==> config.mk <==
export PLATFORM = sky130hd
export DESIGN_NAME = gp_stream_port
export DESIGN_NICKNAME = d
export VERILOG_FILES = /design/src/rtl/gps_pkg.sv /design/src/rtl/gps_fifo.sv /design/src/rtl/gps_tick_gen.sv /design/src/rtl/gps_seq.sv /design/src/rtl/gp_stream_port.sv
export SDC_FILE = /design/constraint.sdc
export NUM_CORES = 1
export LEC_CHECK = 0
export BUFFER_PORTS_ARGS = -buffer_cell sky130_fd_sc_hd__buf_4
export CAP_MARGIN = 20
export CORE_MARGIN = 5
export CORE_UTILIZATION = 62
export DETAILED_ROUTE_END_ITERATION = 10
export PLACE_DENSITY = 0.84
export SLEW_MARGIN = 20
export SYNTH_ARGS = -nofsm -noshare
export SYNTH_HDL_FRONTEND = slang
export SYNTH_SLANG_ARGS = --single-unit
export TNS_END_PERCENT = 50
==> constraint.sdc <==
create_clock -name clk_i -period 8.5 [get_ports clk_i]
set_input_delay 1.7 -clock clk_i [delete_from_list [all_inputs] [get_ports clk_i]]
set_output_delay 1.7 -clock clk_i [all_outputs]
set_load 0.02 [all_outputs]
==> src/rtl/gps_pkg.sv <==
package gps_pkg;
  typedef enum logic {
    DIR_RX = 1'b0,
    DIR_TX = 1'b1
  } gps_dir_e;
endpackage

==> src/rtl/gps_fifo.sv <==
module gps_fifo #(
  parameter int W     = 16,
  parameter int DEPTH = 4
) (
  input  logic         clk_i,
  input  logic         rst_ni,
  input  logic         push_i,
  input  logic [W-1:0] wdata_i,
  input  logic         pop_i,
  output logic [W-1:0] rdata_o,
  output logic         full_o,
  output logic         empty_o
);
  localparam int PW = $clog2(DEPTH);

  logic [W-1:0] mem [DEPTH];
  logic [PW:0]  wp_q, rp_q;

  assign full_o  = (wp_q[PW] != rp_q[PW]) && (wp_q[PW-1:0] == rp_q[PW-1:0]);
  assign empty_o = (wp_q == rp_q);
  assign rdata_o = mem[rp_q[PW-1:0]];

  always_ff @(posedge clk_i or negedge rst_ni) begin
    if (!rst_ni) begin
      wp_q <= '0;
      rp_q <= '0;
    end else begin
      if (push_i) wp_q <= wp_q + 1'b1;
      if (pop_i)  rp_q <= rp_q + 1'b1;
    end
  end

  always_ff @(posedge clk_i) begin
    if (push_i) mem[wp_q[PW-1:0]] <= wdata_i;
  end

  assert_no_overflow_R6: assert property (@(posedge clk_i) disable iff (!rst_ni)
    full_o |-> !push_i);
  assert_no_underflow_R5: assert property (@(posedge clk_i) disable iff (!rst_ni)
    empty_o |-> !pop_i);
endmodule

==> src/rtl/gps_tick_gen.sv <==
module gps_tick_gen #(
  parameter int DIV_W = 8
) (
  input  logic             clk_i,
  input  logic             rst_ni,
  input  logic [DIV_W-1:0] div_i,
  output logic             tick_o
);
  logic [DIV_W-1:0] cnt_q;

  // >= so a shrinking divisor never strands the counter above it
  assign tick_o = (cnt_q >= div_i);

  always_ff @(posedge clk_i or negedge rst_ni) begin
    if (!rst_ni)     cnt_q <= '0;
    else if (tick_o) cnt_q <= '0;
    else             cnt_q <= cnt_q + 1'b1;
  end
endmodule

==> src/rtl/gps_seq.sv <==
module gps_seq #(
  parameter int AW      = 4,
  parameter int FRAME_W = 8
) (
  input  logic               clk_i,
  input  logic               rst_ni,
  input  logic               step_i,
  input  logic [FRAME_W-1:0] len_i,
  output logic [AW-1:0]      addr_o,
  output logic               first_o
);
  logic [FRAME_W-1:0] fcnt_q;
  logic [AW-1:0]      acnt_q;

  assign addr_o  = acnt_q;
  assign first_o = (fcnt_q == '0);

  always_ff @(posedge clk_i or negedge rst_ni) begin
    if (!rst_ni) begin
      fcnt_q <= '0;
      acnt_q <= '0;
    end else if (step_i) begin
      acnt_q <= acnt_q + 1'b1;
      fcnt_q <= (fcnt_q >= len_i) ? '0 : fcnt_q + 1'b1;
    end
  end
endmodule

==> src/rtl/gp_stream_port.sv <==
module gp_stream_port #(
  parameter int DATA_W      = 16,
  parameter int ADDR_W      = 4,
  parameter int FIFO_DEPTH  = 4,
  parameter int DIV_W       = 8,
  parameter int FRAME_W     = 8,
  parameter bit HAS_CLK     = 1'b1,
  parameter bit HAS_STROBES = 1'b1,
  localparam int AW = (ADDR_W > 0) ? ADDR_W : 1
) (
  input  logic               clk_i,
  input  logic               rst_ni,
  input  logic               cfg_dir_i,
  input  logic [DIV_W-1:0]   cfg_div_i,
  input  logic [FRAME_W-1:0] cfg_frame_len_i,
  input  logic               tx_valid_i,
  input  logic [DATA_W-1:0]  tx_data_i,
  output logic               tx_ready_o,
  output logic               rx_valid_o,
  output logic [DATA_W-1:0]  rx_data_o,
  input  logic               rx_ready_i,
  input  logic               ext_ce_i,
  input  logic [DATA_W-1:0]  ext_din_i,
  output logic [DATA_W-1:0]  ext_dout_o,
  output logic [AW-1:0]      ext_addr_o,
  output logic               ext_wr_o,
  output logic               ext_rd_o,
  output logic               ext_frame_o,
  output logic               ext_clk_o
);
  import gps_pkg::*;

  gps_dir_e          dir;
  logic              tick, xfer;
  logic              tx_full, tx_empty, rx_full, rx_empty;
  logic [DATA_W-1:0] tx_head;
  logic [AW-1:0]     seq_addr;
  logic              seq_first;

  logic [DATA_W-1:0] dout_q;
  logic [AW-1:0]     addr_q;
  logic              wr_q, rd_q, frame_q, clk_q;

  assign dir  = gps_dir_e'(cfg_dir_i);
  assign xfer = tick && ext_ce_i &&
                ((dir == DIR_TX) ? !tx_empty : !rx_full);

  gps_tick_gen #(.DIV_W(DIV_W)) i_tick (
    .clk_i, .rst_ni, .div_i(cfg_div_i), .tick_o(tick)
  );

  gps_fifo #(.W(DATA_W), .DEPTH(FIFO_DEPTH)) i_tx_fifo (
    .clk_i, .rst_ni,
    .push_i (tx_valid_i && !tx_full),
    .wdata_i(tx_data_i),
    .pop_i  (xfer && dir == DIR_TX),
    .rdata_o(tx_head),
    .full_o (tx_full),
    .empty_o(tx_empty)
  );

  gps_fifo #(.W(DATA_W), .DEPTH(FIFO_DEPTH)) i_rx_fifo (
    .clk_i, .rst_ni,
    .push_i (xfer && dir == DIR_RX),
    .wdata_i(ext_din_i),
    .pop_i  (rx_ready_i && !rx_empty),
    .rdata_o(rx_data_o),
    .full_o (rx_full),
    .empty_o(rx_empty)
  );

  gps_seq #(.AW(AW), .FRAME_W(FRAME_W)) i_seq (
    .clk_i, .rst_ni,
    .step_i (xfer),
    .len_i  (cfg_frame_len_i),
    .addr_o (seq_addr),
    .first_o(seq_first)
  );

  assign tx_ready_o = !tx_full;
  assign rx_valid_o = !rx_empty;

  always_ff @(posedge clk_i or negedge rst_ni) begin
    if (!rst_ni) begin
      dout_q  <= '0;
      addr_q  <= '0;
      wr_q    <= 1'b0;
      rd_q    <= 1'b0;
      frame_q <= 1'b0;
      clk_q   <= 1'b0;
    end else begin
      wr_q    <= xfer && dir == DIR_TX;
      rd_q    <= xfer && dir == DIR_RX;
      frame_q <= xfer && seq_first;
      clk_q   <= tick;
      if (xfer)                 addr_q <= seq_addr;
      if (xfer && dir == DIR_TX) dout_q <= tx_head;
    end
  end

  assign ext_dout_o  = dout_q;
  assign ext_frame_o = frame_q;

  generate
    if (ADDR_W > 0) begin : g_addr
      assign ext_addr_o = addr_q;
      assert_addr_step_R8: assert property (@(posedge clk_i) disable iff (!rst_ni)
        (wr_q || rd_q) && $past(wr_q || rd_q) |->
          ext_addr_o == AW'($past(ext_addr_o) + 1'b1));
    end else begin : g_no_addr
      assign ext_addr_o = '0;
    end
    if (HAS_CLK) begin : g_clk
      assign ext_clk_o = clk_q;
    end else begin : g_no_clk
      assign ext_clk_o = 1'b0;
    end
    if (HAS_STROBES) begin : g_strb
      assign ext_wr_o = wr_q;
      assign ext_rd_o = rd_q;
    end else begin : g_no_strb
      assign ext_wr_o = 1'b0;
      assign ext_rd_o = 1'b0;
    end
  endgenerate

  assert_strobe_excl_R10: assert property (@(posedge clk_i) disable iff (!rst_ni)
    !(wr_q && rd_q));
  assert_ce_hold_R4: assert property (@(posedge clk_i) disable iff (!rst_ni)
    (wr_q || rd_q) |-> $past(ext_ce_i));
  assert_frame_on_word_R7: assert property (@(posedge clk_i) disable iff (!rst_ni)
    frame_q |-> (wr_q || rd_q));
  assert_rate_R3: assert property (@(posedge clk_i) disable iff (!rst_ni)
    (wr_q || rd_q) |-> $past(tick));
endmodule

* Yosys cells after proc, flatten, opt, wreduce, memory -nomap -nowiden
Memory sizes are Yosys's and may differ from the RTL's. A register that Yosys moved wholly into a read port is not among the register bits. Cells that the tools add are included.
Storage, ports and cells: register bits 40, memory bits (writable) 128, input bits 54, output and inout bits 42, logic and storage cells 52, memories kept 2
Memories:
- i_rx_fifo.mem | depth 4, width 16, rd ports 1, clocked after memory_dff 0, write ports 1, line gps_fifo.sv:16 | logic [W-1:0] mem [DEPTH];
- i_tx_fifo.mem | depth 4, width 16, rd ports 1, clocked after memory_dff 1, write ports 1, line gps_fifo.sv:16
Operators by class: $add $sub $neg 7, order comparisons 2, equal/unequal tests 6, mux-type cells 7, bitwise gates (word level) 1, reduce and logical (&&, ||, !) cells 15
Operators with widths (count):
- adder 8 x 1 -> 8 bit (second input constant) | 2
- greater-or-equal comparator 8 bit | 2
- 2-to-1 mux 8 bit | 2
- adder 3 x 1 -> 3 bit (second input constant) | 4
- logical AND 1 bit | 9
- logical NOT 8 bit | 1
- == test 3 bit | 2
- logical NOT 1 bit | 5
- 2-to-1 mux 1 bit | 5
- adder 4 x 1 -> 4 bit (second input constant) | 1
- == test 2 bit | 2
- inequality test 1 bit | 2
- inverter 1 bit | 1

* Longest topological paths before layout
Gate-level depths: netlist of run 1.
depth in word-level cells 8, depth in mapped cells 10, depth with buffers taken out 8

* Hierarchy
From an unflattened synthesis of run 1, not the netlist that was laid out.
Second synthesis, totals: cells, all modules 417, area, all modules 7692.4 um^2
Modules (own cells, without submodules):
- gps_fifo | instances 2, cells each 114, area each 2696.3 um^2, sequential area each 2072.0 um^2
- gp_stream_port | instances 1, cells each 56, area each 962.2 um^2, sequential area each 600.6 um^2
- gps_seq | instances 1, cells each 79, area each 782.0 um^2, sequential area each 300.3 um^2
- gps_tick_gen | instances 1, cells each 54, area each 555.5 um^2, sequential area each 200.2 um^2

* Least setup slack after synthesis of run 1
Ideal clock, no wire load.
path type input-to-reg, start point input port cfg_div_i[7], end point memory i_rx_fifo.mem[3][0], enable pin, library setup time 0.442 ns, arrival time 4.351 ns, data required time 8.058 ns, setup slack 3.707 ns, stages on the path 6, buffers on the path 0, cell sequence inv_1 ha_1 nand2_1 o21ai_0 a31oi_4 nor4b_1
Between the ends: cells in the longest elaborated chain, start to end 6
RTL lines:
- start, declared | line gp_stream_port.sv:14 | input logic [DIV_W-1:0] cfg_div_i,
- greater-or-equal comparator 8 bit | line gps_tick_gen.sv:12 | assign tick_o = (cnt_q >= div_i);
- logical AND 1 bit (2 in series) | line gp_stream_port.sv:45 | assign xfer = tick && ext_ce_i &&
- logical AND 1 bit | line gp_stream_port.sv:64 | .push_i (xfer && dir == DIR_RX),
- 2-to-1 mux 1 bit | line gps_fifo.sv:34 | if (push_i) mem[wp_q[PW-1:0]] <= wdata_i;
- 2-to-1 mux 1 bit (not written as such) | line gps_fifo.sv:34
- end, declared | line gps_fifo.sv:16
Every way passes these cells.

* Worst setup path in the final report of run 1
start point input port cfg_div_i[7], end point memory i_rx_fifo.mem[1][14], enable pin
Between the ends: cells in the longest elaborated chain, start to end 6
RTL lines:
- greater-or-equal comparator 8 bit | line gps_tick_gen.sv:12
- logical AND 1 bit (2 in series) | line gp_stream_port.sv:45
- logical AND 1 bit | line gp_stream_port.sv:64
- net i_rx_fifo.push_i | line gps_fifo.sv:7 | input logic push_i,
- 2-to-1 mux 1 bit | line gps_fifo.sv:34
- 2-to-1 mux 1 bit (not written as such) | line gps_fifo.sv:34
The timed path passes the listed nets, and every way through them passes these cells.

==> results.json, run 1 <==
{
  "syn_inst": 431,
  "relSlewSlack": 0.270,
  "synth_edf_count": 128,
  "power_density_nw_per_um2": 336,
  "drt-total-wl_mm": 14.4,
  "crit_start": "cfg_div_i[7]",
  "synth_top_area_frac": 0.505,
  "cts_root_buf": "clkbuf_16",
  "postCtsResizedCells": 0,
  "diodes": 0,
  "crit_path_max_fanout": 16,
  "drtIter0Drc": 347,
  "irDropWorstVdd_v": 0.000296,
  "finalNetCount": 617,
  "routed.top_layer": "met4",
  "path_class": "primary input to register",
  "grt_pass1_vias": 4369,
  "cts_buffers": 17,
  "max_freq_mhz": 253,
  "wl_met1_mm": 5.66,
  "crit_path_start_kind": "primary input",
  "instances_no_fill": 693,
  "clkSlewWorstSetupHoldPaths_ns": 0.07,
  "ys_seq_area_frac": 0.690,
  "vias": 4096,
  "wl_per_cell_um": 20.7,
  "start_util": 0.633,
  "dp.cells": 661,
  "synthDistinctLibCells": 36,
  "setup-violations-final": 0,
  "worst_pin_slew_ns": 1.10,
  "syn_area_per_cell_um2": 17.6,
  "cts_tree": "yes",
  "drt-vias-per-instance": 5.91,
  "post-place-ws_ns": 3.97,
  "grt_max_degree": 57,
  "drtAntennaViolNets": 0,
  "drive_gt1_frac": 0.357,
  "final_area_um2": 9080,
  "synth_area_leader_cell": "edfxtp_1",
  "ctsHoldBuffers": 0,
  "cts_sinks": 184,
  "io_pins": 96,
  "slew_viol_final": 0,
  "grt_pass1_wl_mm": 23.2,
  "wl_met3_um": 856,
  "power.leakage_nw": 3.61,
  "dpl_cell_area_um2": 8450,
  "cp_data_arrival_time_ns": 4.00,
  "track_usage": 0.214,
  "wl_met2_mm": 7.61,
  "final.period_utilization": 0.465,
  "dieArea_um2": 14600,
  "yosysMostFrequentCell": "edfxtp_1",
  "async_reset_ff_frac": 0.304,
  "clock_latency_ns": 0.42,
  "setup_slack_ns": 4.54,
  "row_count": 40,
  "cp_data_required_time_ns": 8.55,
  "post-cts-setup-buffers": 0,
  "fill_cells": 689,
  "globalplace.congestion": 0.766,
  "fp.coreArea_um2": 12000,
  "tns_ns": 0,
  "ys_seq_elements": 184,
  "port_buffers": 95,
  "synth_area_um2": 7610,
  "end_kind": "register",
  "finalCriticalPeriod_ns": 3.96,
  "die_w_um": 121,
  "r2r_start": "i_rx_fifo.rp_q[1]",
  "dp.final_hpwl_mm": 9.41,
  "ys_top_cells_by_count": "edfxtp_1 (128), dfrtp_1 (56), mux4_2 (32), ha_1 (30), inv_1 (23)",
  "p_total_mw": 3.05,
  "status": "finished, final reports clean",
  "synthTopCellsByArea": "edfxtp_1 (51%), dfrtp_1 (18%), mux4_2 (9.5%)",
  "maxCapViolations": 0,
  "skew_ns": 0.00650,
  "rsz0062_at_grt": "false",
  "antenna_found_initial": 0,
  "yosys_warnings": 0,
  "drc_errors": 0,
  "area_growth_pct": 19.4,
  "htree_levels": 4,
  "die_h_um": 121,
  "hold_path.class": "register to register",
  "cts.path.max_buffers": 2,
  "synth_ff_type": "edfxtp_1",
  "synth_nets": 515,
  "hold_start": "i_rx_fifo.wp_q[2]",
  "final_hold_viol_count": 0,
  "detail_route.first_pass.iterations": 4,
  "grt_overflow": 0
}
-- registers in the layout (all words and copies together) (netlist names), 4 cells and up --
signal / flops
i_rx_fifo.mem: 64
i_tx_fifo.mem: 64
ext_dout_o: 16
i_seq.fcnt_q: 8
i_tick.cnt_q: 8
ext_addr_o: 4
i_seq.addr_o: 4
-- report_power, final --
group / internal [mW] / switching, mW
Sequential: 1.15 / 0.152
Clock: 0.480 / 0.339
Combinational: 0.460 / 0.466
-- metal layers --
| layer | vias up | global-route usage |
|---|---|---|
| li1 | 1851 | - |
| met1 | 2081 | 0.264 |
| met2 | 143 | 0.367 |
| met3 | 21 | 0.0603 |
| met4 | 0 | 0.0737 |
| met5 | - | 0 |
-- per-stage QoR --
step / hold slack, ns / utilization
floorplan: 0.436 / -
global placement: 0.457 / 0.703
detailed placement: 0.467 / 0.704
CTS: 0.489 / 0.756
global route: 0.512 / 0.756
finish: 0.484 / 0.756
-- cell type report --
type,count,area [µm²],share of cell area
sequential,184,5250,0.578
multi-input combinational,208,2190,0.241
clock inverter,14,186,0.0205
clock buffer,18,439,0.0484
tap,147,184,0.0203
timing repair buffer,98,743,0.0819
inverter,24,90.1,0.00992
-- kinds of logic after synthesis --
family          count (synthesis)  share of synthesized area
xor+xnor                       23                     0.0265
fa+ha+maj                      30                     0.0494
flops                         184                      0.690
buf+inv                        39                     0.0232
compound gates                 33                     0.0329
mux                            56                      0.134
simple gates                   66                     0.0443
-- critical path, cell delays in order --
cell     delay, ns
buf_4         0.08
inv_1         0.04
ha_1          0.29
nand2_1       0.07
o21ai_0       0.30
a31oi_4       0.15
nor3_1        0.60
and2_1        0.78
-- placed cells by master (no fill, tap or decap), types with 8 or more instances in the layout --
| master | count |
|---|---|
| xor2_1 | 11 |
| buf_4 | 97 |
| nor2_1 | 14 |
| nand2_1 | 11 |
| and2_1 | 8 |
| mux4_2 | 32 |
| xnor2_1 | 12 |
| mux2_4 | 8 |
| clkbuf_16 | 17 |
| mux2_2 | 16 |
| o21ai_0 | 9 |
| dfrtp_1 | 56 |
| nand3_1 | 11 |
| inv_1 | 23 |
| edfxtp_1 | 128 |
| ha_1 | 30 |
-- final timing paths --
kind / slack, ns / to / cells after the start
setup / recovery: 4.54 / i_rx_fifo.mem[1][14] / 8
setup reg to reg: 4.98 / i_rx_fifo.mem[1][14] / 5
min in group asynchronous: 1.32 / ext_frame_o / 1
max in group asynchronous: 6.69 / ext_dout_o[3] / 1
hold / removal: 0.48 / i_rx_fifo.wp_q[2] / 1
hold reg to reg: 0.48 / i_rx_fifo.wp_q[2] / 1
(Power assumes the default switching activity.)
==> run 2, diff against run 1 <==
--- a/config.mk
+++ b/config.mk
@@ -8,9 +8,9 @@
 export BUFFER_PORTS_ARGS = -buffer_cell sky130_fd_sc_hd__buf_4
 export CAP_MARGIN = 20
 export CORE_MARGIN = 5
-export CORE_UTILIZATION = 62
+export CORE_UTILIZATION = 58
 export DETAILED_ROUTE_END_ITERATION = 10
-export PLACE_DENSITY = 0.84
+export PLACE_DENSITY = 0.79
 export SLEW_MARGIN = 20
 export SYNTH_ARGS = -nofsm -noshare
 export SYNTH_HDL_FRONTEND = slang
==> constraint.sdc (replaced) <==
create_clock -name clk_i -period 4.13 [get_ports clk_i]
set_input_delay 0.826 -clock clk_i [delete_from_list [all_inputs] [get_ports clk_i]]
set_output_delay 0.826 -clock clk_i [all_outputs]
set_load 0.02 [all_outputs]
==> run 2 against run 1 <==
Largest cell class unchanged. Register-to-register slack lost 3.6 ns. Routed wire length fell by 6.3%. Count of clock-buffer cells in the layout up 3. Sequential share of layout area is 0.40 points lower. Die area increased by 6.3%. Utilization down 3.7 points. Clock power increased by 100%. Worst hold slack worse by 0.020 ns. Total power up 100%. Final area increased by 0.69%. Combinational power increased by 100%.
==> results.json, run 2 (synthesis gave the netlist of run 1 again) <==
{
  "status": "finished, final reports clean",
  "start_util": 0.598,
  "end_kind": "primary output",
  "crit_path_start_kind": "register",
  "diodes": 0,
  "crit_path_max_fanout": 19,
  "fp.coreArea_um2": 12700,
  "globalRouteMet3Util": 0.0485,
  "power_frac_comb": 0.301,
  "finalNetCount": 623,
  "die_w_um": 125,
  "area_growth_pct": 20.2,
  "post-cts-setup-buffers": 0,
  "final_common_cell": "edfxtp_1",
  "finalCriticalPeriod_ns": 2.96,
  "fill_cells": 815,
  "htree_levels": 4,
  "skew_ns": 0.0101,
  "power_density_nw_per_um2": 680,
  "maxCapViolations": 0,
  "vias": 3954,
  "cts_sinks": 184,
  "clock_latency_ns": 0.42,
  "drive_gt1_frac": 0.359,
  "final_hold_viol_count": 0,
  "die_h_um": 125,
  "max_freq_mhz": 337,
  "final.period_utilization": 0.717,
  "layout_common_cells": "edfxtp_1 (128), buf_4 (104), dfrtp_1 (56), mux4_2 (32), ha_1 (30)",
  "dieArea_um2": 15500,
  "multi_input_area_um2": 2190,
  "io_pins": 96,
  "drt-vias-per-instance": 5.46,
  "cp_data_required_time_ns": 3.30,
  "grt_pass1_wl_mm": 22.3,
  "drtAntennaViolNets": 0,
  "setup_slack_ns": 1.17,
  "postCtsResizedCells": 0,
  "power.leakage_nw": 3.64,
  "max_stage_delay_ns": 0.91,
  "drc_errors": 0,
  "netSwitchingFraction": 0.302,
  "tns_ns": 0,
  "cp_slowest_cell": "dfrtp_1",
  "grt_busiest_layer": "met2",
  "rr_worst_depth": 6,
  "port_buffers": 95,
  "irDropWorstVdd_v": 0.000405,
  "switching_power_mw": 1.88,
  "cp_data_arrival_time_ns": 2.14,
  "worstPathCellList": "xnor2_1 > nand2_1 > or2_2 > buf_4",
  "worst_pin_slew_ns": 0.931,
  "grt_max_degree": 57,
  "p_int_mw": 4.34,
  "clkPwrFrac": 0.269,
  "detail_route.first_pass.iterations": 4,
  "clkSlewWorstSetupHoldPaths_ns": 0.06,
  "drt-total-wl_mm": 13.5,
  "rsz0062_at_grt": "false",
  "use_met1": 0.240,
  "grtUsageMet2": 0.300,
  "setup-violations-final": 0,
  "drtIter0Drc": 241,
  "dp.final_hpwl_mm": 8.94,
  "hold_path.class": "primary input to asynchronous set/reset pin",
  "track_usage": 0.184,
  "relSlewSlack": 0.380,
  "wl_per_cell_um": 18.6,
  "cts_tree": "yes",
  "post-place-ws_ns": 0.725,
  "globalplace.congestion": 0.807,
  "seq_area_um2": 5250,
  "cts.path.max_buffers": 2,
  "cts_root_buf": "clkbuf_16",
  "seqPwrFrac": 0.430,
  "cts_buffers": 17,
  "slew_viol_final": 0,
  "antenna_found_initial": 0,
  "row_count": 41,
  "ctsHoldBuffers": 0,
  "path_class": "register to primary output",
  "grt_overflow": 0,
  "grt_pass1_vias": 4255
}
run 2: cell count changes in the layout (fill, tap and decap cells not counted):
| cell | previous run | this run |
|---|---|---|
| buf_4 | 97 | 104 |
| inv_8 | 4 | 0 |
| clkbuf_1 | 0 | 3 |
| buf_8 | 1 | 0 |
| bufinv_16 | 3 | 4 |
| clkinv_2 | 2 | 3 |
| clkinvlp_4 | 2 | 1 |
run 2: stage by stage:
stage | hold slack, ns | total power [mW] | utilization | instances | instance area, µm²
floorplan | 0.436 | 3.92 | - | 431 | 7610
global placement | 0.453 | 4.54 | 0.670 | 692 | 8520
detailed placement | 0.474 | 4.61 | 0.670 | 692 | 8520
CTS | 0.482 | 6.29 | 0.719 | 724 | 9140
global route | 0.515 | 6.56 | 0.719 | 724 | 9140
finish | 0.464 | 6.22 | 0.719 | 724 | 9140
run 2: power by group through the flow:
stage / clock network, mW / logic (mW) / registers [mW]
2_1_floorplan: 0 / 1.24 / 2.68
3_3_place_gp: 0 / 1.85 / 2.69
3_5_place_dp: 0 / 1.90 / 2.71
4_1_cts: 1.70 / 1.91 / 2.68
5_1_grt: 1.79 / 2.05 / 2.72
6_report: 1.67 / 1.87 / 2.67
run 2: layout make-up:
type	instances	share of cell area
clock buffer	21	0.0493
clock inverter	11	0.0185
inverter	24	0.00985
multi-input combinational	208	0.240
sequential	184	0.574
tap	172	0.0235
timing repair buffer	104	0.0854
run 2: path summary, 6_finish.rpt:
kind / to / startpoint / slack (ns)
max: tx_ready_o / i_tx_fifo.rp_q[1] / 1.17
min: ext_frame_o / rst_ni / 0.46
max reg2reg: ext_addr_o[2] / i_tx_fifo.rp_q[1] / 1.36
min reg2reg: i_rx_fifo.wp_q[2] / i_rx_fifo.wp_q[2] / 0.49
max in group asynchronous: ext_dout_o[4] / rst_ni / 3.18
min in group clk_i: i_rx_fifo.wp_q[2] / i_rx_fifo.wp_q[2] / 0.49
run 2: critical path, delay by kind of cell (launching register included):
family / cells / cell delay (ns)
xor+xnor: 1 / 0.19
buf+inv: 1 / 0.17
flops: 1 / 0.91
simple gates: 2 / 0.45
run 2: metal layers:
| layer | wire length, µm | share of wire | vias up |
|---|---|---|---|
| met4 | 215 | 0.016 | 0 |
| met3 | 784 | 0.058 | 15 |
| met1 | 5670 | 0.42 | 1982 |
| li1 | - | - | 1857 |
| met5 | 0 | 0 | - |
| met2 | 6790 | 0.50 | 100 |
==> run 3, diff against run 2 <==
==> constraint.sdc (replaced) <==
create_clock -name clk_i -period 2.95 [get_ports clk_i]
set_input_delay 0.59 -clock clk_i [delete_from_list [all_inputs] [get_ports clk_i]]
set_output_delay 0.59 -clock clk_i [all_outputs]
set_load 0.02 [all_outputs]
==> run 3 against run 2 <==
Register-to-register slack got worse by 1.0 ns. Utilization is the same. Clock skew down 0.0022 ns. Routed wire length decreased by 1.4%. Count of clock-buffer cells in the layout grew 3. Total power is 37% higher. Sequential cell count unchanged. Non-clock buffer count is 6 higher. First-iteration DRC count increased by 41%. Global-route usage about the same. Final area is the same. Sequential share of layout area did not move.
==> results.json, run 3 (synthesis gave the netlist of run 1 again) <==
{
  "maxCapViolations": 0,
  "clkSlewWorstSetupHoldPaths_ns": 0.06,
  "relSlewSlack": 0.418,
  "vias": 4041,
  "critPathBufInv": 4,
  "wl_met1_mm": 5.64,
  "crit_start": "i_tick.cnt_q[0]",
  "r2r-end": "ext_dout_o[12]",
  "routed.top_layer": "met4",
  "wl_met2_mm": 6.77,
  "p_int_mw": 5.91,
  "r2r_start": "i_tick.cnt_q[0]",
  "cp_data_required_time_ns": 3.25,
  "start_util": 0.598,
  "area_growth_pct": 20.2,
  "switching_power_mw": 2.61,
  "max_stage_delay_ns": 0.45,
  "cp_slowest_cell": "a2111o_1",
  "drtAntennaViolNets": 0,
  "clock_latency_ns": 0.42,
  "power_density_nw_per_um2": 932,
  "hold_path.class": "primary input to asynchronous set/reset pin",
  "tns_ns": 0,
  "power.leakage_nw": 3.64,
  "grt_overflow": 0,
  "row_count": 41,
  "final.period_utilization": 0.891,
  "seqPwrFrac": 0.426,
  "cp_data_arrival_time_ns": 2.93,
  "final_common_cell": "edfxtp_1",
  "cts.path.max_buffers": 2,
  "antenna_found_initial": 0,
  "end_kind": "register",
  "slew_viol_final": 0,
  "rr_worst_depth": 10,
  "netSwitchingFraction": 0.306,
  "grt_pass1_vias": 4345,
  "drtIter0Drc": 341,
  "timing.reg2reg.setup_slack_ns": 0.32,
  "worst_pin_slew_ns": 0.870,
  "path_class": "register to register",
  "skew_ns": 0.00782,
  "detail_route.first_pass.iterations": 4,
  "diodes": 0,
  "htree_levels": 4,
  "drc_errors": 0,
  "wl_met3_um": 658,
  "drt-vias-per-instance": 5.54,
  "rsz0062_at_grt": "false",
  "drt-total-wl_mm": 13.3,
  "finalNetCount": 629,
  "irDropWorstVdd_v": 0.000552,
  "finalCriticalPeriod_ns": 2.63,
  "clkPwrFrac": 0.245,
  "layout_common_cells": "edfxtp_1 (128), buf_4 (109), dfrtp_1 (56), mux4_2 (32), ha_1 (30)",
  "crit_family": "compound AO/OA/AOI/OAI gates",
  "dp.final_hpwl_mm": 8.86,
  "die_w_um": 125,
  "fp.coreArea_um2": 12700,
  "cts_sinks": 184,
  "instances_no_fill": 730,
  "max_freq_mhz": 381,
  "io_pins": 96,
  "globalplace.congestion": 0.808,
  "crit_path_max_fanout": 19,
  "ctsHoldBuffers": 0,
  "die_h_um": 125,
  "drive_gt1_frac": 0.360,
  "final_hold_viol_count": 0,
  "dieArea_um2": 15500,
  "dp.cells": 698,
  "cts_tree": "yes",
  "grt_pass1_wl_mm": 22.4,
  "crit_path_start_kind": "register",
  "setup-violations-final": 0,
  "wl_per_cell_um": 18.2,
  "postCtsResizedCells": 0,
  "grt_max_degree": 57,
  "post-cts-setup-buffers": 0,
  "p_total_mw": 8.52,
  "cts_buffers": 17,
  "track_usage": 0.184,
  "port_buffers": 95,
  "worstPathCellList": "inv_1 > ha_1 > nand2b_1 > a2111o_1 > a31oi_4 > buf_12 > inv_2 > and3_1 > buf_4 > mux2_4",
  "status": "finished, final reports clean",
  "power_frac_comb": 0.329,
  "cts_root_buf": "clkbuf_16"
}
==> run 3: routing by layer <==
| layer | GRT usage | vias to the layer above |
|---|---|---|
| met3 | 0.0549 | 16 |
| met5 | 0 | - |
| li1 | - | 1874 |
| met2 | 0.309 | 93 |
| met4 | 0.0567 | 0 |
| met1 | 0.233 | 2058 |
==> run 3: power groups by stage <==
stage	registers, mW	clock network [mW]	logic, mW
final	3.63	2.09	2.80
after global routing	3.68	2.24	3.06
after CTS	3.63	2.13	2.86
after detailed placement	3.67	0	2.85
after global placement	3.64	0	2.77
after floorplan	3.75	0	1.74
==> run 3: cell type report <==
type | count | area, µm²
sequential | 184 | 5250
fill | 852 | 3580
multi-input combinational | 208 | 2200
timing repair buffer | 110 | 838
clock buffer | 24 | 482
tap | 172 | 215
inverter | 24 | 90.1
clock inverter | 8 | 72.6
==> run 3: worst max-delay path by stage <==
stage,to,slack (ns),depth (start not counted)
2_1_floorplan,i_rx_fifo.mem[3][0],0.13,6
3_3_place_gp,i_rx_fifo.mem[0][13],0.07,8
3_5_place_dp,i_rx_fifo.mem[1][13],-0.007,8
4_1_cts,i_rx_fifo.mem[1][8],0.29,6
5_1_grt,i_rx_fifo.mem[1][6],0.17,6
6_report,ext_dout_o[12],0.32,10
==> run 3: per-stage QoR <==
stage	area, µm²	hold WS [ns]	utilization	setup slack [ns]
2_1_floorplan	7610	0.294	-	0.126
3_3_place_gp	8590	0.450	0.675	0.0657
3_5_place_dp	8590	0.454	0.675	-0.00698
4_1_cts	9140	0.246	0.719	0.286
5_1_grt	9140	0.286	0.719	0.173
6_report	9140	0.228	0.719	0.322
